`config.mk`:
```
export PLATFORM = sky130hd
export DESIGN_NAME = token_lock_bank
export DESIGN_NICKNAME = d
export VERILOG_FILES = /design/src/rtl/token_lock_pkg.sv /design/src/rtl/token_fsm.sv /design/src/rtl/token_port.sv /design/src/rtl/token_lock_bank.sv
export SDC_FILE = /design/constraint.sdc
export NUM_CORES = 1
export LEC_CHECK = 0
export BUFFER_PORTS_ARGS = -buffer_cell sky130_fd_sc_hd__buf_2
export CAP_MARGIN = 20
export CORE_ASPECT_RATIO = 1.2
export CORE_UTILIZATION = 40
export CTS_CLUSTER_SIZE = 30
export DETAILED_ROUTE_END_ITERATION = 8
export PLACE_DENSITY = 0.57
export SYNTH_ARGS = -nofsm -noshare
export SYNTH_HDL_FRONTEND = slang
export SYNTH_SLANG_ARGS = --single-unit
```
`constraint.sdc`:
```
create_clock -name clk -period 4.3 [get_ports clk]
set_input_delay 0.215 -clock clk [delete_from_list [all_inputs] [get_ports clk]]
set_output_delay 0.215 -clock clk [all_outputs]
set_load 0.05 [all_outputs]
```
`src/rtl/token_lock_pkg.sv`:
```
package token_lock_pkg;

    typedef enum logic [2:0] {
        TK_FREE,
        TK_LEFT,
        TK_RIGHT,
        TK_LEFT_RWAIT,
        TK_RIGHT_LWAIT
    } tok_state_t;

endpackage

```
`src/rtl/token_fsm.sv`:
```
module token_fsm
    import token_lock_pkg::*;
(
    input  logic clk,
    input  logic rst_n,
    input  logic lt_we,
    input  logic lt_bit,
    input  logic rt_we,
    input  logic rt_bit,
    output logic lt_owns,
    output logic rt_owns
);

    tok_state_t state, state_nx;

    logic lt_claim, lt_free, rt_claim, rt_free;
    assign lt_claim = lt_we & ~lt_bit;
    assign lt_free  = lt_we &  lt_bit;
    assign rt_claim = rt_we & ~rt_bit;
    assign rt_free  = rt_we &  rt_bit;

    always_ff @(posedge clk) begin
        if (!rst_n) state <= TK_FREE;
        else        state <= state_nx;
    end

    always_comb begin
        state_nx = state;
        unique case (state)
            TK_FREE: begin
                if (lt_claim && rt_claim) state_nx = TK_LEFT_RWAIT;
                else if (lt_claim)        state_nx = TK_LEFT;
                else if (rt_claim)        state_nx = TK_RIGHT;
            end
            TK_LEFT: begin
                if (lt_free)       state_nx = rt_claim ? TK_RIGHT : TK_FREE;
                else if (rt_claim) state_nx = TK_LEFT_RWAIT;
            end
            TK_RIGHT: begin
                if (rt_free)       state_nx = lt_claim ? TK_LEFT : TK_FREE;
                else if (lt_claim) state_nx = TK_RIGHT_LWAIT;
            end
            TK_LEFT_RWAIT: begin
                if (lt_free && rt_free) state_nx = TK_FREE;
                else if (lt_free)       state_nx = TK_RIGHT;
                else if (rt_free)       state_nx = TK_LEFT;
            end
            TK_RIGHT_LWAIT: begin
                if (lt_free && rt_free) state_nx = TK_FREE;
                else if (rt_free)       state_nx = TK_LEFT;
                else if (lt_free)       state_nx = TK_RIGHT;
            end
            default: state_nx = TK_FREE;
        endcase
    end

    always_comb begin
        lt_owns = (state == TK_LEFT)  || (state == TK_LEFT_RWAIT);
        rt_owns = (state == TK_RIGHT) || (state == TK_RIGHT_LWAIT);
    end

    assert_tie_left_R10: assert property (@(posedge clk) disable iff (!rst_n)
        (state == TK_FREE && lt_claim && rt_claim) |=> (state == TK_LEFT_RWAIT));

    assert_handoff_R5: assert property (@(posedge clk) disable iff (!rst_n)
        (state == TK_LEFT_RWAIT && lt_free && !rt_free) |=> rt_owns);

    assert_keep_owner_R6: assert property (@(posedge clk) disable iff (!rst_n)
        (lt_owns && !lt_free) |=> lt_owns);

    assert_reclaim_R11: assert property (@(posedge clk) disable iff (!rst_n)
        (state == TK_RIGHT && rt_claim && !lt_we) |=> (state == TK_RIGHT));

endmodule

```
`src/rtl/token_port.sv`:
```
module token_port #(
    parameter int AW = 3,
    parameter int DW = 9,
    localparam int NT = 1 << AW
) (
    input  logic          clk,
    input  logic          rst_n,
    input  logic          sel,
    input  logic          wr,
    input  logic          oe,
    input  logic [AW-1:0] addr,
    input  logic [DW-1:0] wdata,
    input  logic [NT-1:0] owns,
    output logic [NT-1:0] we_vec,
    output logic          wbit,
    output logic [DW-1:0] rdata
);

    logic rd_on, rd_prev;
    logic unused_hi;

    assign rd_on     = sel & oe & ~wr;
    assign wbit      = wdata[0];
    assign unused_hi = ^wdata[DW-1:1];

    always_comb begin
        we_vec = '0;
        if (sel && wr) we_vec[addr] = 1'b1;
    end

    always_ff @(posedge clk) begin
        if (!rst_n) begin
            rd_prev <= 1'b0;
            rdata   <= {DW{1'b1}};
        end else begin
            rd_prev <= rd_on;
            if (rd_on && !rd_prev) rdata <= {DW{~owns[addr]}};
        end
    end

    assert_read_frozen_R8: assert property (@(posedge clk) disable iff (!rst_n)
        (rd_on && rd_prev) |=> $stable(rdata));

    assert_replicated_R7: assert property (@(posedge clk) disable iff (!rst_n)
        ($countones(rdata) == 0) || ($countones(rdata) == DW));

endmodule

```
`src/rtl/token_lock_bank.sv`:
```
module token_lock_bank #(
    parameter int AW = 3,
    parameter int DW = 9
) (
    input  logic          clk,
    input  logic          rst_n,
    input  logic          lt_sel,
    input  logic          lt_wr,
    input  logic          lt_oe,
    input  logic [AW-1:0] lt_addr,
    input  logic [DW-1:0] lt_wdata,
    output logic [DW-1:0] lt_rdata,
    input  logic          rt_sel,
    input  logic          rt_wr,
    input  logic          rt_oe,
    input  logic [AW-1:0] rt_addr,
    input  logic [DW-1:0] rt_wdata,
    output logic [DW-1:0] rt_rdata
);

    localparam int NT = 1 << AW;

    logic [NT-1:0] lt_we, rt_we, lt_owns, rt_owns;
    logic          lt_bit, rt_bit;

    token_port #(.AW(AW), .DW(DW)) u_lt_port (
        .clk(clk), .rst_n(rst_n), .sel(lt_sel), .wr(lt_wr), .oe(lt_oe),
        .addr(lt_addr), .wdata(lt_wdata), .owns(lt_owns),
        .we_vec(lt_we), .wbit(lt_bit), .rdata(lt_rdata)
    );

    token_port #(.AW(AW), .DW(DW)) u_rt_port (
        .clk(clk), .rst_n(rst_n), .sel(rt_sel), .wr(rt_wr), .oe(rt_oe),
        .addr(rt_addr), .wdata(rt_wdata), .owns(rt_owns),
        .we_vec(rt_we), .wbit(rt_bit), .rdata(rt_rdata)
    );

    for (genvar i = 0; i < NT; i++) begin : g_tok
        token_fsm u_tok (
            .clk(clk), .rst_n(rst_n),
            .lt_we(lt_we[i]), .lt_bit(lt_bit),
            .rt_we(rt_we[i]), .rt_bit(rt_bit),
            .lt_owns(lt_owns[i]), .rt_owns(rt_owns[i])
        );

        assert_single_holder_R4: assert property (@(posedge clk) disable iff (!rst_n)
            !(lt_owns[i] && rt_owns[i]));

        assert_untouched_R2: assert property (@(posedge clk) disable iff (!rst_n)
            (!lt_we[i] && !rt_we[i]) |=> $stable(lt_owns[i]) && $stable(rt_owns[i]));
    end

endmodule

```
After elaboration in Yosys (flattened, before gate mapping)
Index checks and enable logic that the tools add are counted.
W data, S select, Z words.
{"block": "classes", "n_lt_le_gt_ge": 4, "eq_ne": 72, "mux": 138, "bitwise": 42, "reduce_logical": 56}
{"operator": "$mux W3", "n": 104}
{"operator": "$pmux W3 S5", "n": 8}
{"operator": "$ne A4 B1 Y1 const B", "n": 24}
{"operator": "$eq A3 B2 Y1 const B", "n": 16}
{"operator": "$ne A3 B1 Y1 const B", "n": 16}
{"operator": "$reduce_and A5 Y1", "n": 8}
{"operator": "$and A1 B1 Y1", "n": 36}
{"operator": "$eq A3 B1 Y1 const B", "n": 8}
{"operator": "$eq A3 B3 Y1 const B", "n": 8}
{"operator": "$logic_not A3 Y1", "n": 8}
{"operator": "$logic_and A1 B1 Y1", "n": 22}
{"operator": "$logic_or A1 B1 Y1", "n": 16}
{"operator": "$mux W2", "n": 8}
{"operator": "$mux W8", "n": 2}
{"operator": "$mux W1", "n": 12}
{"operator": "$lt A3 B4 Y1 const B", "n": 2}
{"operator": "$bmux W1 S3", "n": 2}
{"operator": "$demux W1 S3", "n": 2}
{"operator": "$ge A3 B1 Y1 const B", "n": 2}
{"operator": "$not A1 Y1", "n": 6}
{"operator": "$logic_not A1 Y1", "n": 2}
{"block": "word_totals", "ff_bits": 28, "in_bits": 32, "output_inout_bits": 18, "wordCells": 324}

Longest topological paths before layout
{"block": "depth", "word_depth": 10, "depth_mapped": 7, "depth_no_buf": 5}

Modules after synthesis
A second synthesis with hierarchy kept.
{"block": "unflattened", "hier_cells": 382, "area_unflattened_um2": 2845.2}
{"mod": "token_fsm (g_tok[0].u_tok ...)", "instances": 4, "cells_per_inst": 44, "area_each_um2": 294.0, "seq_area_each_um2": 60.1}
{"mod": "token_fsm (g_tok[4].u_tok ...)", "instances": 4, "cells_per_inst": 35, "area_each_um2": 280.3, "seq_area_each_um2": 60.1}
{"mod": "token_port", "instances": 2, "cells_per_inst": 33, "area_each_um2": 274.0, "seq_area_each_um2": 40.0}

Worst setup path after synthesis
No wires, ideal clock.
{"block": "synth_path", "path_type": "input -> register", "startpoint": "input port lt_addr[2]", "endpoint": "register g_tok[0].u_tok.state[1]", "setup_time_ns": 0.122, "arrival_ns": 1.410, "t_required_ns": 4.178, "path_slack_ns": 2.768, "path_stages": 6, "n_path_buf": 2, "path_cell_list": "buf_6 or2_1 buf_6 o311a_1 a211o_1 mux2i_1"}
{"block": "synth_between", "elab_chain_len": 9, "elab_cells_between_ends": 23, "classes_between": "2 x order compare; 5 x eq/ne; 10 x mux; 2 x bitwise; 4 x reduce/logical"}
{"item": "start: declaration", "line_no": "token_lock_bank.sv:10", "rtl": "input logic [AW-1:0] lt_addr,"}
{"item": "$lt A3 B4 Y1 (implied by the code) / $ge A3 B1 Y1 (equally long branches)", "line_no": "token_port.sv:28", "rtl": "if (sel && wr) we_vec[addr] = 1'b1;"}
{"item": "$logic_and A1 B1 Y1 (implied by the code)", "line_no": "token_port.sv:28"}
{"item": "$mux W1 (implied by the code)", "line_no": "token_port.sv:28"}
{"item": "$demux W1 S3 *"}
{"item": "$mux W8 *", "line_no": "token_port.sv:28"}
{"item": "$and A1 B1 Y1 (on tied branches)", "line_no": "token_fsm.sv:18, token_fsm.sv:17"}
{"item": "$mux W3 (tied with other cells)", "line_no": "token_fsm.sv:45", "rtl": "else if (lt_free) state_nx = TK_RIGHT;"}
{"item": "$mux W3 (tied with other cells)", "line_no": "token_fsm.sv:44", "rtl": "if (lt_free && rt_free) state_nx = TK_FREE;"}
{"item": "$pmux W3 S5 / $reduce_and A5 Y1 (equally long branches)"}
{"item": "end signal: assignment", "line_no": "token_fsm.sv:24", "rtl": "else state <= state_nx;"}
{"item": "end: declaration", "line_no": "token_fsm.sv:14", "rtl": "tok_state_t state, state_nx;"}
Mark *: on every way between the ends. The rest lies on a longest branch, timed or not.
A chain may end at the register's enable or synchronous reset.

Final worst setup path
{"block": "layout_path", "startpoint": "register g_tok[5].u_tok.state[2]", "endpoint": "register, netlist name u_lt_port.rdata[0]"}
{"block": "layout_between", "elab_chain_len": 5, "elab_cells_between_ends": 6, "classes_between": "2 x eq/ne; 2 x mux; 1 x bitwise; 1 x reduce/logical"}
{"item": "start: declaration", "line_no": "token_fsm.sv:14"}
{"item": "start signal: assignment", "line_no": "token_fsm.sv:24"}
{"item": "$eq A3 B1 Y1 / $eq A3 B2 Y1 (equally long branches)", "line_no": "token_fsm.sv:58", "rtl": "lt_owns = (state == TK_LEFT) || (state == TK_LEFT_RWAIT);"}
{"item": "$logic_or A1 B1 Y1 *", "line_no": "token_fsm.sv:58"}
{"item": "$bmux W1 S3 *", "line_no": "token_port.sv:37", "rtl": "if (rd_on && !rd_prev) rdata <= {DW{~owns[addr]}};"}
{"item": "$mux W1 (implied by the code) *", "line_no": "token_port.sv:37"}
{"item": "$not A1 Y1 *", "line_no": "token_port.sv:37"}
Mark *: on every way between the ends. The rest lies on a longest branch, timed or not. The select of a mux whose other input is x is not followed.

==> metrics.md <==
| Metric | Value |
|---|---|
| Cell Area, Synth | `roughly 0.0028 mm^2` |
| XOR/XNOR Fraction of Synth Area | `0.0473` |
| Routability cong. | `about 0.86` |
| Clock root buffer | `clkbuf_8` |
| DP Area | `about 0.0028 mm^2` |
| Fmax | `slightly below 0.6 GHz` |
| Final Util | `0.430` |
| Drc violations | `0` |
| DRT Pass-1 Iters | `5` |
| Fillcell total | `715` |
| Largest family of logic cells by synthesized area | `simple AND/OR/NAND/NOR gates` |
| Vias in the first global route | `~2600` |
| Avg Cell Area, Syn | `just over 7 um^2` |
| Pre-CTS WS | `2.29 ns` |
| Critical Path RT | `around 4.5 ns` |
| CP max-delay cell | `dfxtp_1` |
| DP Cell Count | `~450` |
| Final Max Tran Viols | `0` |
| Share of cells above drive strength 1 | `0.121` |
| Non-Filler Instances | `~460` |
| # rows | `32` |
| Post-synthesis adder-cell area fraction | `0.00361` |
| Most frequently used flop master after synthesis | `dfxtp_1` |
| Sequential area share after synthesis | `0.202` |
| Worst Setup End Kind | `register` |
| Number of synthesized flops with an enable pin | `0` |
| Core ar. | `about 0.0066 mm^2` |
| Critical Path Start Type | `register` |
| Total CTS buffers | `3` |
| Leak | `0.00103 uW` |
| Antenna-violating nets left | `0` |
| Worst Path Max Fanout | `11` |
| Port Buffer Count | `33` |
| Ys async rst share | `0` |
| Largest net degree at the start of global routing | `27` |
| Setup Skew | `approximately 0.018 ns` |
| Initial Utilization | `0.423` |
| DRC violation total after the first TritonRoute iteration | `184` |
| CTS-repair resized insts | `0` |
| Area Overhead vs Synth | `1.62%` |
| Flop2flop setup slack | `2.57 ns` |
| Initial antenna violation count | `0` |
| # clock sinks | `28` |
| Clock Path Buffers | `2` |
| Die Span Y | `about 93 um` |
| Synth Area in Compound Gates | `0.293` |
| Post-Syn Nets | `~420` |
| Unique masters post-synth | `68` |
| VDD IR max | `134 uV` |
| # diodes | `0` |
| WP data arrival | `1.95 ns` |
| Worst-Skew Late Latency | `roughly 0.30 ns` |
| #FFs+latches synth | `28` |
| WS Path Type | `register to register` |
| Post-Layout Inst Area | `0.00282 mm^2` |
| Drt wl/cell | `approximately 17 um` |
| Nets | `approximately 410` |
| Total track usage | `0.220` |
| Buffers and inverters on the worst path | `0` |
| Routed vias/inst | `6.21` |
| Multiplexer share of the synthesized area | `0.00721` |
| Max cap viols | `0` |
| Hold Violations, Final | `0` |
| Outcome | `finished, final reports clean` |
| Type of the most critical hold path | `primary input to register` |
| Slew HR | `0.647` |
| Setup violators final | `0` |
| Final Worst Setup Slack | `2.57 ns` |
| CTS tree | `done` |
| Global-route wire length before repair | `between 10000 and 15000 um` |
| RSZ-0062 raised after global routing | `false` |
| Cell taking the most area after synthesis | `dfxtp_1` |
| Post-CTS setup buffer count | `0` |
| Via count | `2846` |
| Die area | `0.00728 mm^2` |
| DIE WIDTH | `between 70 and 80 um` |
| Routed wire length | `7720 um` |
| CTS clk-pin slew, worst paths | `0.13 ns` |
| Synth Warn # | `0` |
| H-tree depth | `1` |
| Worst path cell trace | `nand2b_1 -> nor2_1 -> o311a_1 -> or4_1 -> nand3_1` |
| PwrDens | `between 200 and 300 mW/mm^2` |
| Tightest Pin Transition | `roughly 0.53 ns` |
| Worst path max stage delay | `0.53 ns` |
| Minimum clock period | `between 1.5 and 2 ns` |
| Mapped Cells | `390` |
| Hold Buf Count CTS | `0` |
| Largest cells by area after synthesis | `dfxtp_1, nor2_1, buf_4` |
| Crit share post-route | `0.402` |
| Synth top area share | `0.202` |
| Num ports | `50` |
| Crit-path leading delay family | `simple AND/OR/NAND/NOR gates` |
| Grt ovf | `0` |
| Simple-gate area share of the yosys netlist | `0.322` |
| Setup TNS | `0 ns` |
| Detailed Place HPWL | `5520 um` |
==> placed cells by master (no fill, tap or decap), types with 5 or more instances in the layout <==
master    count
a31oi_1       6
o211ai_1      6
o311a_1       5
nand2b_1     15
xor2_1       14
inv_1        12
o21ai_0      14
nor2b_1      12
a21oi_1      22
nor2_1       36
a211oi_1      9
nand3_1      10
buf_2        33
nand2_1      22
dfxtp_1      28
nor3_1       25
nor4_1       13
nor3b_1       6
o31ai_1       5
==> state kept, by name (all words and copies together) (netlist names) <==
register           cells
u_lt_port.rdata        1
g_tok.u_tok.state     24
u_lt_port.rd_prev      1
u_rt_port.rdata        1
u_rt_port.rd_prev      1
==> layout make-up <==
cell class	instances	area, um^2	area share
clock buffer	3	41.3	0.0146
tap	85	106	0.0377
multi-input combinational	295	1870	0.663
timing repair buffer	33	165	0.0585
inverter	13	48.8	0.0173
clock inverter	1	30.0	0.0106
sequential	28	561	0.199
==> layer usage <==
| layer | GRT usage | up-vias | part of all wire |
|---|---|---|---|
| met5 | 0 | - | 0 |
| met4 | 0.0478 | 0 | 0.0057 |
| met3 | 0.0166 | 4 | 0.044 |
| met2 | 0.393 | 87 | 0.49 |
| met1 | 0.287 | 1356 | 0.46 |
| li1 | - | 1399 | - |
==> logic make-up (layout without fill, tap and decap cells) <==
| group | Yosys count | in the layout |
|---|---|---|
| multiplexers | 2 | 2 |
| AND/OR/NAND/NOR | 164 | 164 |
| adder cells (fa/ha/maj) | 1 | 1 |
| AO/OA/AOI/OAI | 113 | 113 |
| flip-flops | 28 | 28 |
| buffers and inverters | 67 | 50 |
| XOR/XNOR | 15 | 15 |
==> synth_stat cells, types with 4 or more instances <==
cell      number
a211oi_1       9
a21oi_1       22
a31oi_1        6
a41oi_1        4
buf_2         12
buf_4         17
clkbuf_1      22
dfxtp_1       28
inv_1         12
nand2_1       22
nand2b_1      15
nand3_1       10
nand3b_1       4
nor2_1        36
nor2b_1       12
nor3_1        25
nor3b_1        6
nor4_1        13
o211ai_1       6
o21ai_0       14
o311a_1        5
o31ai_1        5
xor2_1        14
==> final timing paths <==
path                        end  cells after the start                     from
max          u_lt_port.rdata[0]                      5  g_tok[5].u_tok.state[2]
min           u_rt_port.rd_prev                      3                    rt_oe
max reg2reg  u_lt_port.rdata[0]                      5  g_tok[5].u_tok.state[2]
min reg2reg  u_lt_port.rdata[0]                      2        u_lt_port.rd_prev
==> tightest hold or removal path: stages <==
cell and delay (ns):
buf_2 0.09, nand2_1 0.07, nor3_1 0.04
==> stage by stage <==
step | hold slack [ns] | total power, uW
finish | 0.152 | 770
global route | 0.182 | 807
CTS | 0.154 | 775
detailed placement | 0.483 | 547
global placement | 0.475 | 544
floorplan | 0.293 | 511
==> power breakdown <==
group	internal, uW	switching [uW]	total [uW]	leakage (uW)
logic	88.9	140	228	0.000769
registers	275	39.9	315	0.000227
clock network	125	102	227	0.0000357
No activity file was read; power rests on OpenSTA's default activity.
